## src/rtl/snoop_filter.sv

```systemverilog
`timescale 1ns/1ps
module snoop_filter #(
  parameter int NODES   = 4,
  parameter int ENTRIES = 8,
  parameter int ADDR_W  = 16,
  parameter int AGE_W   = 3
) (
  input  logic                     clk,
  input  logic                     rst_n,
  input  logic [1:0]               req_op,
  input  logic [$clog2(NODES)-1:0] req_node,
  input  logic [ADDR_W-1:0]        req_addr,
  output logic                     snp_valid,
  output logic [NODES-1:0]         snp_targets,
  output logic                     binv_valid,
  output logic [ADDR_W-1:0]        binv_addr,
  output logic [NODES-1:0]         binv_nodes
);
  localparam int IW = $clog2(ENTRIES);
  localparam logic [AGE_W-1:0] AGE_MAX = {AGE_W{1'b1}};
  localparam logic [1:0] OP_FILL = 2'd1, OP_EVICT = 2'd2, OP_SNOOP = 2'd3;

  logic [ENTRIES-1:0] vld;
  logic [ADDR_W-1:0]  tag [ENTRIES];
  logic [NODES-1:0]   pv  [ENTRIES];
  logic [AGE_W-1:0]   age [ENTRIES];

  logic [ENTRIES-1:0] hitv;
  logic [IW-1:0]      hit_idx, free_idx, vic_idx, tidx;
  int                 bc, ba;

  always_comb begin
    hitv = '0; hit_idx = '0; free_idx = '0; vic_idx = '0;
    bc = NODES + 1; ba = -1;
    for (int i = ENTRIES - 1; i >= 0; i--) begin
      hitv[i] = vld[i] && (tag[i] == req_addr);
      if (hitv[i]) hit_idx = IW'(i);
      if (!vld[i]) free_idx = IW'(i);
    end
    for (int i = 0; i < ENTRIES; i++)
      if ($countones(pv[i]) < bc || ($countones(pv[i]) == bc && int'(age[i]) > ba)) begin
        bc = $countones(pv[i]);
        ba = int'(age[i]);
        vic_idx = IW'(i);
      end
  end

  wire              hit      = |hitv;
  wire              has_free = ~&vld;
  wire [NODES-1:0]  node_bit = NODES'(1) << req_node;
  wire              do_alloc = (req_op == OP_FILL) && !hit;
  wire              touch    = (req_op == OP_FILL) || ((req_op != 2'd0) && hit);
  assign tidx = hit ? hit_idx : (has_free ? free_idx : vic_idx);

  always_ff @(posedge clk) begin
    if (!rst_n) begin
      vld <= '0;
      snp_valid <= 1'b0; snp_targets <= '0;
      binv_valid <= 1'b0; binv_addr <= '0; binv_nodes <= '0;
      for (int i = 0; i < ENTRIES; i++) begin
        tag[i] <= '0; pv[i] <= '0; age[i] <= '0;
      end
    end else begin
      snp_valid   <= (req_op == OP_SNOOP);
      snp_targets <= (req_op == OP_SNOOP && hit) ? pv[hit_idx] : '0;
      binv_valid  <= do_alloc && !has_free;
      binv_addr   <= (do_alloc && !has_free) ? tag[vic_idx] : '0;
      binv_nodes  <= (do_alloc && !has_free) ? pv[vic_idx]  : '0;
      if (touch)
        for (int i = 0; i < ENTRIES; i++)
          if (IW'(i) == tidx) age[i] <= '0;
          else if (vld[i] && age[i] != AGE_MAX) age[i] <= age[i] + 1'b1;
      if (req_op == OP_FILL) begin
        if (hit) pv[hit_idx] <= pv[hit_idx] | node_bit;
        else begin
          vld[tidx] <= 1'b1;
          tag[tidx] <= req_addr;
          pv[tidx]  <= node_bit;
        end
      end else if (req_op == OP_EVICT && hit) begin
        pv[hit_idx] <= pv[hit_idx] & ~node_bit;
        if ((pv[hit_idx] & ~node_bit) == '0) vld[hit_idx] <= 1'b0;
      end
    end
  end


  no_dup_tag_chk: assert property (@(posedge clk) disable iff (!rst_n) $onehot0(hitv));


  binv_full_chk: assert property (@(posedge clk) disable iff (!rst_n)
    binv_valid |-> (&vld && binv_nodes != '0));


  binv_cause_chk: assert property (@(posedge clk) disable iff (!rst_n)
    binv_valid |-> $past(req_op) == OP_FILL);


  snp_cause_chk: assert property (@(posedge clk) disable iff (!rst_n)
    snp_valid |-> $past(req_op) == OP_SNOOP);

  for (genvar g = 0; g < ENTRIES; g++) begin : g_live

    live_owner_chk: assert property (@(posedge clk) disable iff (!rst_n)
      vld[g] |-> pv[g] != '0);
  end
endmodule

```

## config.mk

```make
export PLATFORM = sky130hd
export DESIGN_NAME = snoop_filter
export DESIGN_NICKNAME = d
export VERILOG_FILES = /design/src/rtl/snoop_filter.sv
export SDC_FILE = /design/constraint.sdc
export NUM_CORES = 1
export LEC_CHECK = 0
export BUFFER_PORTS_ARGS = -buffer_cell sky130_fd_sc_hd__buf_4
export CORE_ASPECT_RATIO = 0.7
export CORE_MARGIN = 10
export CORE_UTILIZATION = 66
export CTS_CLUSTER_SIZE = 40
export DETAILED_ROUTE_END_ITERATION = 10
export MAX_ROUTING_LAYER = met4
export PLACE_DENSITY = 0.84
export SLEW_MARGIN = 20
export SYNTH_ARGS = -nofsm -noshare
export SYNTH_HDL_FRONTEND = slang
export SYNTH_SLANG_ARGS = --single-unit
```

## constraint.sdc

```tcl
create_clock -name clk -period 28.3 [get_ports clk]
set_input_delay 1.415 -clock clk [delete_from_list [all_inputs] [get_ports clk]]
set_output_delay 1.415 -clock clk [all_outputs]
set_load 0.05 [all_outputs]
```

-- Word-level counts from Yosys, hierarchy flattened
Memories as Yosys holds them, arrays and structs flattened. A register that Yosys moved wholly into a read port is not among the register bits.
Cells that the tools add are included.
- bits in writable memories: 184
- output and inout port bits: 26
- bits in registers: 14
- bits of input ports: 22
- memories: 3
- memories (name ; words ; bits a word ; read ports ; clocked after memory_dff ; write ports ; RTL line ; source):
    tag ; 8 ; 16 ; 9 ; 1 ; 8 ; 24 ; logic [ADDR_W-1:0] tag [ENTRIES];
    pv ; 8 ; 4 ; 10 ; 1 ; 8 ; 25 ; logic [NODES-1:0] pv [ENTRIES];
    age ; 8 ; 3 ; 8 ; 0 ; 8 ; 26 ; logic [AGE_W-1:0] age [ENTRIES];
- muxes and demuxes: 158
- reductions and logical operators: 55
- add/sub/neg operators: 32
- equality and inequality tests: 35
- order comparisons: 19
- shifts and indexed selects: 1
- bitwise logic cells: 23
- operators with widths (cell ; count):
    2-to-1 mux 32 bit ; 13
    equality test 32 bit ; 7
    greater-than comparator 4 x 32 -> 1 bit ; 7
    less-than comparator 32 bit ; 7
    2-to-1 mux 3 bit ; 44
    equality test 16 bit ; 8
    2-to-1 mux 1 bit ; 91
    adder 1 x 1 -> 2 bit ; 16
    equality test 32 x 4 -> 1 bit, second input constant ; 1
    less-than comparator 32 x 4 -> 1 bit, second input constant ; 1
    2-to-1 mux 8 bit ; 4
    logical AND 1 bit ; 30
    adder 2 x 2 -> 3 bit ; 8
    adder 3 x 1 -> 3 bit, second input constant ; 8
    != test 3 bit, second input constant ; 8
    bitwise OR 1 bit ; 17
    2-to-1 mux 16 bit ; 1
    OR reduction 16 bit ; 1
    equality test 3 bit, first input constant ; 4
    2-to-1 mux 4 bit ; 3
    logical OR 1 bit ; 9
    bitwise AND 8 bit ; 1
    less-than comparator 3 x 4 -> 1 bit, second input constant ; 2
    inverter 8 bit ; 1
    other kinds (21) ; 31

-- Logic depth before layout (Yosys ltp)
An unclocked memory read counts as a cell.
- depth after elaboration: 43
- depth in mapped cells: 69

-- Worst setup path after synthesis
No wires, ideal clock.
- kind: register to register
- start point: memory pv[0][0]
- end point: memory tag[1][0] (enable)
- arrival time: 13.258 ns
- stages on the path, launching flop included: 62
- period minus slack after synthesis: 13.669 ns
- setup slack: 14.631 ns
- cells stage by stage: edfxtp_1 -> fa_1 -> ha_1 -> ha_1 -> inv_1 -> ha_1 -> nor2b_1 -> o21a_1 -> o21ai_0 -> o21a_1 -> clkbuf_1 -> mux2_2 -> ha_1 -> and3_1 -> nand2_1 -> a21oi_1 -> a211oi_4 -> nor2_1 -> [... 26 more ...] -> mux2_2 -> ha_1 -> nand3_1 -> a31oi_1 -> a21oi_1 -> o31a_1 -> clkbuf_1 -> mux2_2 -> ha_1 -> nor2b_1 -> o21ai_0 -> nand2b_1 -> a32oi_1 -> o2111ai_1 -> o31ai_1 -> nand2_1 -> o31a_1 -> o21ai_0
- RTL lines (item ; RTL line):
    start, declared ; 25
    end, declared ; 24

==> summary by stage <==
Worst setup path
The sort of element at the end of the critical path is a register. Data on the critical path arrives at its endpoint at 16.21 ns. STA classifies the critical path startpoint as a register. The critical path class is reg -> reg. The startpoint identified for the worst register-to-register timing path is pv[0][0]. The largest fanout of any net on the critical path is 22. The delay of the slowest cell on the worst path is 0.80 ns.

The launching element of the worst setup path is pv[0][0]. STA puts the critical path data required time at 28.44 ns. For this design, the slowest cell found on the critical path is sky130_fd_sc_hd__nor2b_1. The most numerous cell on the critical path is sky130_fd_sc_hd__ha_1.

STA
After layout, the worst setup slack is 12.23 ns. At the pin with the least slew margin, the transition time is 1.20 ns. Subtracting the final worst setup slack from the clock period gives 16.07 ns. The max-slew violation total from the final report came to 0. The final hold violation count was 0. Clock skew on the completed layout was measured at 0.0247 ns. The worst relative slew slack is 19.5%. After routing, the total negative slack on setup checks comes to 0 ns.

Setup violations remaining at the end of the flow were counted as 0. The maximum operating frequency is 0.0622 GHz. The share of the cycle needed by the critical path after routing is 56.8%.

Setup repair after global routing left no endpoint under its margin.

Clocking
Counting the buffers created by CTS gives 23. The number of sinks on the clock net is 218. In this run the number of H-tree levels came out at 1.

Gates resized during post-CTS repair numbered 0. The number of buffers on the longest clock path is 3. The cell sitting at the root of the clock tree is a sky130_fd_sc_hd__clkbuf_16. The count of buffers added by post-CTS timing repair for setup is 0.

The clock tree from TritonCTS is built. The quantity of hold-fixing buffers added after cts is 0. Clock-pin slew was measured on the worst setup and hold paths at 0.07 ns.

At the later pin of the worst-skew pair, clock insertion delay measures 0.53 ns.

Synthesis
Synthesis produced a netlist with a net count of 1552. In the post-synthesis netlist, the biggest area contributors are sky130_fd_sc_hd__edfxtp_1, sky130_fd_sc_hd__ha_1, sky130_fd_sc_hd__and2_1. The most instantiated flip-flop cell in the synthesis netlist is sky130_fd_sc_hd__edfxtp_1.

The sequential fraction of the synthesis area is 42.9%. The area share of the largest cell type after synthesis is 38.2%. The number of distinct library cells after synthesis is 87. Yosys mapped a number of flops with a built-in enable equal to 184. The total standard cell area after synthesis is 14500 sq um. The instance count of the mapped netlist is 1447.

The count of warnings emitted by yosys is 0. The synthesized design spends more area on one cell type than any other, namely sky130_fd_sc_hd__edfxtp_1. The count of state elements after synthesis is 218. The average cell area after synthesis is 10.0 sq um. After synthesis, the share of flip-flops with an asynchronous set or reset is 0%.

Floorplanning
The vertical die dimension is 144 um. Once the floorplan was initialized, standard cells occupied 67.0% of the core. The die covers 28400 sq um. The die outline width is 197 um. After floorplanning, the core was divided into 45 placement rows.

The boundary pin count is 48. The core region area is 21600 sq um.

Drt
After detailed routing, the average wire length per cell comes to 25.8 um. After detailed routing, the total wire length is 44900 um. For this run, design rule violations remaining after detail routing come to 0. Wire segments on met2 add up to 18000 um in the final route. The number of iterations in the first detailed-routing pass is 9. The violation count after the first detailed-route iteration is 1669. The number of nets with antenna violations after detailed routing is 0. In this run the top signal layer used is met4. The routed wire length on met3 is 7090 um. The routed layout has 12124 vias.

The average vias per placed instance is 6.95. The routed metal-1 wire length is 18600 um.

Global routing
The initial antenna violation count is 0. The wire length of the first global-routing pass is 67900 um. The global-route usage over all layers is 32.2%. The global route total overflow is 0. The number of global-route vias before repair is 11392.

Entering global routing, the biggest net connects 44 pins.

Cells and area
From synthesis to final layout, the design area changed by 8.73%. The sequential cell area in the final layout is 6210 sq um. The design area is 15700 sq um. The end-of-flow core utilization is 72.8%. In the final layout, the share of cells above drive strength 1 is 10.0%. For this run, the post-layout net count is 1548. The number of filler cells placed in the layout is 1566. In the final layout, the multi-input gates occupy 7720 sq um.

Place
The post-detailed-placement half-perimeter wirelength is 32300 um. The number of port buffers is 47. In this run the cell area measured after placement is 14900 sq um. Timing analysis after detailed placement gives a worst setup slack of 12.51 ns. At the end of routability-driven placement, the weighted congestion stood at 1.04.

Flow run
Max-cap violations in this run came to 0.

Min path
The path class of the tightest hold or removal check is reg -> reg. The startpoint of the lowest-slack hold path is vld[7].

Run status
The run finished with clean final reports.
worst paths after layout:
check | depth (start not counted) | slack [ns] | endpoint
max | 58 | 12.23 | tag[3][0]
min | 2 | 0.55 | vld[7]
max reg2reg | 58 | 12.23 | tag[3][0]
min reg2reg | 2 | 0.55 | vld[7]
through the flow:
step           instances  hold slack, ns
2_1_floorplan       1447           0.501
3_3_place_gp        1700           0.510
3_5_place_dp        1700           0.537
4_1_cts             1741           0.546
5_1_grt             1741           0.573
6_report            1744           0.551
layer usage:
metal  vias to the layer above  track usage (%)
li1                       5288                -
met1                      5753             44.7
met2                       953             44.3
met3                       130             10.7
met4                         0             8.15
met5                         -                -
state kept, by name, indices dropped and copies added, names as in the netlist:
name,cells
tag,128
pv,32
age,24
binv_addr,16
vld,8
binv_nodes,4
snp_targets,4
binv_valid,1
snp_valid,1
logic make-up (layout without fill, tap and decap cells):
group | count (synthesis) | count (layout) | share of synthesized area [%]
AND/OR/NAND/NOR | 540 | 540 | 21.1
multiplexers | 26 | 26 | 1.94
adder cells (fa/ha/maj) | 83 | 83 | 7.59
AO/OA/AOI/OAI | 307 | 307 | 14.6
XOR/XNOR | 129 | 129 | 7.85
flip-flops | 218 | 218 | 42.9
other | 0 | 3 | 0
buffers and inverters | 144 | 156 | 4.05
critical path: cells and delay by family (launching register included):
family / cells / cell delay [ns]
fa+ha+maj: 10 / 2.95
compound gates: 24 / 6.47
buf+inv: 4 / 0.26
flops: 1 / 0.45
simple gates: 15 / 3.57
mux: 5 / 1.95
layout by cell type, fill, tap and decap left out, drive strengths merged, types with 5 or more instances in the layout:
cell type	instances
a2111oi	7
a211oi	6
a21boi	7
a21o	13
a21oi	84
a22oi	5
a2bb2oi	5
a31oi	11
a32oi	12
and2	116
and3	56
and4	7
buf	58
clkbuf	32
dfxtp	34
edfxtp	184
fa	8
ha	75
inv	57
mux2	17
mux2i	9
nand2	54
nand2b	54
nand3	27
nand4	22
nor2	113
nor2b	21
nor3	15
nor3b	8
nor4	15
o2111ai	42
o211ai	5
o21a	7
o21ai	74
or2	6
or4	8
xnor2	70
xor2	59
Yosys cell counts (all sizes together) (34+ instances only):
| master | instances |
|---|---|
| ha | 75 |
| and2 | 116 |
| dfxtp | 34 |
| o2111ai | 42 |
| inv | 57 |
| xnor2 | 70 |
| nand2b | 54 |
| clkbuf | 64 |
| a21oi | 84 |
| and3 | 56 |
| nor2 | 113 |
| o21ai | 74 |
| edfxtp | 184 |
| xor2 | 59 |
| nand2 | 54 |
cell type report:
| cell class | instances | share of cell area (%) |
|---|---|---|
| multi-input combinational | 1085 | 49.1 |
| tap | 282 | 2.24 |
| timing repair buffer | 58 | 2.77 |
| inverter | 57 | 1.36 |
| clock inverter | 9 | 0.985 |
| sequential | 218 | 39.4 |
| antenna | 3 | 0.0477 |
| clock buffer | 32 | 4.12 |
Power is not shown: default switching activity piles up to over one toggle a cycle in this logic, so the estimate is an artifact.
